## config.mk

```make
export PLATFORM = sky130hd
export DESIGN_NAME = tx4b5b_encoder
export DESIGN_NICKNAME = d
export VERILOG_FILES = /design/src/rtl/tx4b5b_pkg.sv /design/src/rtl/tx4b5b_cgmap.sv /design/src/rtl/tx4b5b_frame_fsm.sv /design/src/rtl/tx4b5b_encoder.sv
export SDC_FILE = /design/constraint.sdc
export NUM_CORES = 1
export LEC_CHECK = 0
export ABC_AREA = 0
export BUFFER_PORTS_ARGS = -buffer_cell sky130_fd_sc_hd__buf_2
export CAP_MARGIN = 20
export CORE_AREA = 5 5 42 44
export DETAILED_ROUTE_END_ITERATION = 10
export DIE_AREA = 0 0 47 49
export SYNTH_ARGS = -nofsm -noshare
export SYNTH_HDL_FRONTEND = slang
export SYNTH_SLANG_ARGS = --single-unit
```

## constraint.sdc

```tcl
create_clock -name clk -period 1.69 [get_ports clk]
set_input_delay 0.169 -clock clk [delete_from_list [all_inputs] [get_ports clk]]
set_output_delay 0.169 -clock clk [all_outputs]
set_load 0.02 [all_outputs]
```

## src/rtl/tx4b5b_pkg.sv

```systemverilog
package tx4b5b_pkg;

  parameter int NIB_W = 4;
  parameter int CG_W  = 5;

  typedef logic [NIB_W-1:0] nib_t;
  typedef logic [CG_W-1:0]  cg_t;

  localparam cg_t CG_IDLE = 5'b11111;
  localparam cg_t CG_SSD1 = 5'b11000;
  localparam cg_t CG_SSD2 = 5'b10001;
  localparam cg_t CG_ESD1 = 5'b01101;
  localparam cg_t CG_ESD2 = 5'b00111;
  localparam cg_t CG_HALT = 5'b00100;

  typedef enum logic [2:0] {
    FR_IDLE,
    FR_SSD1,
    FR_SSD2,
    FR_DATA,
    FR_ESD2
  } frame_st_e;

  typedef enum logic [2:0] {
    EM_IDLE,
    EM_SSD1,
    EM_SSD2,
    EM_DATA,
    EM_HALT,
    EM_ESD1,
    EM_ESD2
  } emit_e;

  function automatic cg_t nib_to_cg(nib_t n);
    cg_t c;
    case (n)
      4'h0: c = 5'b11110;
      4'h1: c = 5'b01001;
      4'h2: c = 5'b10100;
      4'h3: c = 5'b10101;
      4'h4: c = 5'b01010;
      4'h5: c = 5'b01011;
      4'h6: c = 5'b01110;
      4'h7: c = 5'b01111;
      4'h8: c = 5'b10010;
      4'h9: c = 5'b10011;
      4'hA: c = 5'b10110;
      4'hB: c = 5'b10111;
      4'hC: c = 5'b11010;
      4'hD: c = 5'b11011;
      4'hE: c = 5'b11100;
      default: c = 5'b11101;
    endcase
    return c;
  endfunction

  function automatic cg_t ctrl_to_cg(emit_e e);
    cg_t c;
    case (e)
      EM_SSD1: c = CG_SSD1;
      EM_SSD2: c = CG_SSD2;
      EM_HALT: c = CG_HALT;
      EM_ESD1: c = CG_ESD1;
      EM_ESD2: c = CG_ESD2;
      default: c = CG_IDLE;
    endcase
    return c;
  endfunction

endpackage

```

## src/rtl/tx4b5b_cgmap.sv

```systemverilog
module tx4b5b_cgmap
  import tx4b5b_pkg::*;
(
  input  logic [NIB_W-1:0] nib,
  output logic [CG_W-1:0]  data_cg
);
  assign data_cg = nib_to_cg(nib);
endmodule

```

## src/rtl/tx4b5b_frame_fsm.sv

```systemverilog
module tx4b5b_frame_fsm
  import tx4b5b_pkg::*;
(
  input  logic  clk,
  input  logic  rst_n,
  input  logic  tx_en,
  input  logic  tx_er,
  input  logic  bypass,
  output emit_e emit,
  output logic  ev_sof,
  output logic  ev_eof
);
  frame_st_e st_q, st_d;

  always_comb begin
    st_d = st_q;
    emit = EM_IDLE;
    case (st_q)
      FR_IDLE: begin
        if (tx_en) begin
          emit = EM_SSD1;
          st_d = FR_SSD2;
        end
      end
      FR_SSD1: begin
        emit = EM_SSD1;
        st_d = FR_SSD2;
      end
      FR_SSD2: begin
        if (tx_en) begin
          emit = EM_SSD2;
          st_d = FR_DATA;
        end else begin
          emit = EM_ESD1;
          st_d = FR_ESD2;
        end
      end
      FR_DATA: begin
        if (tx_en) begin
          emit = tx_er ? EM_HALT : EM_DATA;
        end else begin
          emit = EM_ESD1;
          st_d = FR_ESD2;
        end
      end
      FR_ESD2: begin
        emit = EM_ESD2;
        st_d = tx_en ? FR_SSD1 : FR_IDLE;
      end
      default: st_d = FR_IDLE;
    endcase
    if (bypass) st_d = FR_IDLE;
  end

  always_ff @(posedge clk) begin
    if (!rst_n) st_q <= FR_IDLE;
    else        st_q <= st_d;
  end

  assign ev_sof = (emit == EM_SSD1);
  assign ev_eof = (emit == EM_ESD1);
endmodule

```

## src/rtl/tx4b5b_encoder.sv

```systemverilog
module tx4b5b_encoder
  import tx4b5b_pkg::*;
(
  input  logic             clk,
  input  logic             rst_n,
  input  logic             tx_en,
  input  logic             tx_er,
  input  logic [NIB_W-1:0] txd,
  input  logic             bypass,
  input  logic [CG_W-1:0]  raw_cg,
  output logic [CG_W-1:0]  cg_out
);
  emit_e            emit;
  logic             ev_sof;
  logic             ev_eof;
  logic [CG_W-1:0]  data_cg;
  logic [CG_W-1:0]  framed_cg;
  logic [CG_W-1:0]  cg_d;

  tx4b5b_frame_fsm i_fsm (
    .clk    (clk),
    .rst_n  (rst_n),
    .tx_en  (tx_en),
    .tx_er  (tx_er),
    .bypass (bypass),
    .emit   (emit),
    .ev_sof (ev_sof),
    .ev_eof (ev_eof)
  );

  tx4b5b_cgmap i_map (
    .nib     (txd),
    .data_cg (data_cg)
  );

  assign framed_cg = (emit == EM_DATA) ? data_cg : ctrl_to_cg(emit);
  assign cg_d      = bypass ? raw_cg : framed_cg;

  always_ff @(posedge clk) begin
    if (!rst_n) cg_out <= CG_IDLE;
    else        cg_out <= cg_d;
  end
endmodule

```

[Word-level counts from Yosys, hierarchy flattened]
Memory sizes are Yosys's and may differ from the RTL's.
Index checks and enable logic that the tools add are counted.
Storage, ports and cells
  bits in registers: 8
  bits in read-only memories: 80
  input bits: 14
  memories: 1
Memories
  (name not given): words 16, bits a word 5, rd ports 1, clocked after memory_dff 0, wr ports 0, line tx4b5b_pkg.sv:36  | case (n)
Operators by class
  reductions and logical operators: 3
  equal/unequal tests: 12
  bitwise logic cells: 1
  muxes and demuxes: 12
Operators by type and width (count)
  $pmux W3 S5: 2
  $pmux W5 S5: 1
  $mux W3: 6
  $eq A3 B2 Y1 const B: 4
  $eq A3 B3 Y1 const B: 4
  $mux W5: 2
  $eq A3 B1 Y1 const B: 2
  $ne A2 B2 Y1 const B: 2
  $logic_not A3 Y1: 1
  $reduce_and A2 Y1: 1
  $reduce_or A2 Y1: 1
  $mux W1: 1
  $not A1 Y1: 1

[Logic depth before layout (Yosys ltp)]
  word-level depth: 7
  depth in mapped cells: 5
  gate-level depth less buffers: 4

[By module]
Synthesis repeated with hierarchy kept, for this count alone.
Second synthesis, totals
  cells, all modules: 61
  area, all modules: 508.0 um^2
Modules (own cells, without submodules)
  tx4b5b_encoder: area each 262.8 um^2, cells an instance 31, times used 1
  tx4b5b_frame_fsm: area each 180.2 um^2, cells an instance 21, times used 1
  tx4b5b_cgmap: area each 65.1 um^2, cells an instance 9, times used 1

[Least setup slack after synthesis]
Ideal clock, no wire load.
  path type: register to register
  start: reg i_fsm.st_q[2]
  end: reg cg_out[4]
  data required time: 1564 ps
  cell stages (with the launch flop): 6
  slack: 336 ps
  data arrival time: 1229 ps
  clock period less this slack: 1354 ps
  cells stage by stage: dfxtp_1 -> buf_6 -> nand2b_4 -> or3_4 -> o31ai_1 -> o211ai_1
Between the ends
  cells in the longest elaborated chain, start to end: 6
  elaborated cells on any way between the ends: 15
Ends and longest elaborated chain
  start, declared: line tx4b5b_frame_fsm.sv:13  | frame_st_e st_q, st_d;
  start signal, assigned: line tx4b5b_frame_fsm.sv:57  | else st_q <= st_d;
  $eq A3 B3 Y1, or another cell as far along: line tx4b5b_frame_fsm.sv:18  | case (st_q)
  $pmux W3 S5 (*): line tx4b5b_frame_fsm.sv:18
  $eq A3 B3 Y1, or another cell as far along: line tx4b5b_pkg.sv:59  | case (e)
  $pmux W5 S5: line tx4b5b_pkg.sv:59
  $mux W5 (*): line tx4b5b_encoder.sv:36  | assign framed_cg = (emit == EM_DATA) ? data_cg : ctrl_to_cg(emit);
  $mux W5 (*): line tx4b5b_encoder.sv:37  | assign cg_d = bypass ? raw_cg : framed_cg;
  end signal, assigned: line tx4b5b_encoder.sv:41  | else cg_out <= cg_d;
  end, declared: line tx4b5b_encoder.sv:11  | output logic [CG_W-1:0] cg_out
Mark *: on every way between the ends. The rest lies on a longest branch, timed or not.
A chain may end at the register's enable or synchronous reset.

[Worst setup path after layout]
  start: reg i_fsm.st_q[1]
  end: reg cg_out[4]
Same word-level chain as after synthesis.

==> summary.md <==
| Metric | Value |
|---|---|
| Status | completed |
| RSZ-0062 raised after global routing | no |
| R2R Path End | cg_out[4] |
| Worst IR Drop VDD | 0.000521 V |
| Worst EP required | about 1800 ps |
| Xor/xnor share of the synthesized area | 1.83% |
| Worst R2R Start | i_fsm.st_q[1] |
| Final WL | 1.08 mm |
| Share of layout cells above drive strength 1 | 29.5% |
| Drt first pass iters | 4 |
| GRT overflow | 0 |
| Worst Hold Path Cells | 2 |
| Final Setup Violations | 0 |
| Die area | between 2000 and 2500 um^2 |
| Root buf cell | clkbuf_4 |
| Reg clk slew, reported paths | 60 ps |
| Register area | 160 um^2 |
| Postcts setup bufs | 0 |
| Total number of vias | 479 |
| Sink Count | 8 |
| R2R setup slack | roughly 250 ps |
| HPWL after detailed placement | between 800 and 900 um |
| Hold path start | rst_n |
| Period utilization | 85.2% |
| Adder-cell area share of the yosys netlist | 0% |
| Synth Area per Inst | about 8 um^2 |
| Final Max Tran Viols | 0 |
| Hold Crit Class | input port to flip-flop |
| Latest clock arrival within the worst-skew pair | between 200 and 300 ps |
| Syn Inst Count | 60 |
| Synth cell types | 29 |
| Worst setup EP type | flip-flop |
| Clock buffer depth | 2 |
| Die H | 49 um |
| CP Class | flip-flop to flip-flop |
| Setup Skew | 4.05 ps |
| Gr usage total | 10.4% |
| Ys Warns | 0 |
| Compound-gate portion of the synthesized area | 30.6% |
| Static Leak | 0.000236 uW |
| Port-buffer cells | 18 |
| Min-Delay Endpoint | cg_out[1] |
| Chip width | 47 um |
| MaxCap Viol Count | 0 |
| Mapped cell area | 478 um^2 |
| Fillers | 156 |
| Commonest cells after routing, fill and taps aside | buf_2 (18), dfxtp_1 (8), nor2_1 (6) |
| Area of the core | 1400 um^2 |
| TritonCTS clock tree | built |
| Cell Rows | 14 |
| Drt wl/cell | about 12 um |
| Seq/Total Area, Yosys | roughly a third |
| ANT cells | 0 |
| Critical path fanouts, max | 9 |
| Worst Tran Pin Value | 332 ps |
| Synthesized flop and latch total | 8 |
| Hold slack | 138 ps |
| I/O Pins | 19 |
| # DRC | 0 |
| Relative slew slack | between 70 and 80% |
| Main combinational cell family by area after synthesis | compound AO/OA/AOI/OAI gates |
| CTS hold repair buffers | 0 |
| Tmin final | 1440 ps |
| FMAX | 694 MHz |
| Reg2reg path depth | 4 |
| Vias in the first global route | around 400 |
| Power Density | 758 nW/um^2 |
| Most common cell after layout, fill and taps aside | buf_2 |
| CP Launch Type | flip-flop |
| Largest net degree at the start of global routing | 12 |
| Mux share of post-synthesis cell area | 0% |
| First-pass GRT wire length | 1.73 mm |
| CTS H-tree lvls | 1 |
| Number of gates resized after CTS | 0 |
| Multi-input gate area | between 200 and 300 um^2 |
| Synth-to-Final Area Change | 21.5% |
| Final GP Congestion | 0.830 |
| Simple-gate share of the synthesized area | 25.4% |
| Setup TNS | 0 ps |
| Antenna violations before repair | 0 |
| Number of routed nets with antenna violations | 0 |
| Endpoints failing hold | 0 |
| Final #Nets | 94 |
| Worst EP arrival | 1580 ps |
| Mapped Nets | 74 |
| Iter 0 DRT Violations | 19 |
| Starting Density | 34.1% |
| Vias per Instance | approximately 5.1 |
| CTS buffer count | 3 |
-- worst max path at each step --
stage                             start         to  cells past startpoint
after floorplan           i_fsm.st_q[2]  cg_out[4]                      5
after global routing      i_fsm.st_q[1]  cg_out[2]                      4
final                     i_fsm.st_q[1]  cg_out[4]                      4
after global placement    i_fsm.st_q[1]  cg_out[4]                      4
after detailed placement  i_fsm.st_q[1]  cg_out[4]                      4
after CTS                 i_fsm.st_q[1]  cg_out[4]                      4
-- metrics by stage --
step / power [uW] / cell area [um^2] / cells / setup slack [ps] / util (%)
final: 440 / 581 / 94 / 249 / 41.4
after global routing: 459 / 581 / 94 / 155 / 41.4
after CTS: 445 / 581 / 94 / 246 / 41.4
after detailed placement: 293 / 558 / 91 / 260 / 39.8
after global placement: 293 / 558 / 91 / 273 / 39.8
after floorplan: 259 / 478 / 60 / 336 / -
-- flip-flops by register name (all words and copies together), names as in the netlist --
signal and cells:
i_fsm.st_q 3, cg_out 5
-- worst max-delay path, cell delays in order (launching register included) --
cell,delay [ps]
dfxtp_1,510
nand2b_4,90
or3_4,390
o31ai_1,230
o211ai_1,100
-- kinds of logic (layout without fill, tap and decap cells) --
logic type,count (synthesis),after routing
buffers and inverters,6,24
AO/OA/AOI/OAI,22,22
XOR/XNOR,1,1
AND/OR/NAND/NOR,23,23
flip-flops,8,8
-- synth_stat cells --
cell / number / area (um^2)
a21oi_1: 4 / 20.0
o21a_1: 1 / 7.51
a2bb2oi_1: 2 / 17.5
a31oi_1: 1 / 6.26
clkbuf_8: 1 / 13.8
nor2_1: 6 / 22.5
a21boi_0: 2 / 15.0
dfxtp_1: 8 / 160
o211ai_1: 2 / 15.0
or3_4: 1 / 11.3
o31ai_1: 2 / 15.0
buf_2: 1 / 5.00
o22a_1: 1 / 8.76
nand2b_1: 1 / 6.26
buf_6: 1 / 11.3
a21o_1: 1 / 7.51
inv_1: 3 / 11.3
o21ai_0: 3 / 15.0
nand2b_4: 1 / 13.8
nor2b_1: 1 / 6.26
nor3_1: 5 / 25.0
o21ai_1: 1 / 5.00
nand2_1: 5 / 18.8
o22ai_1: 1 / 6.26
nand3_1: 1 / 5.00
a211oi_1: 1 / 7.51
nor4_1: 1 / 6.26
and2_1: 1 / 6.26
xor2_1: 1 / 8.76
-- cell type report --
cell class              count  area share (%)
clock buffers               3            3.88
inverters                   3            1.94
multi-input cells          46            47.6
flip-flops and latches      8            27.6
well taps                  16            3.45
repair buffers             18            15.5
-- per-layer routing --
layer	share of wire, %	vias to the layer above	global-route usage (%)
met5	0	-	0
li1	-	253	-
met4	1.3	0	6.91
met3	8.9	2	3.32
met1	43	200	13.2
met2	47	24	14.3
-- where the power goes --
part / internal [uW] / switching, uW
combinational: 37.5 / 47.4
sequential: 198 / 5.37
clock: 81.6 / 69.7
Power figures use the tool's default switching activity.
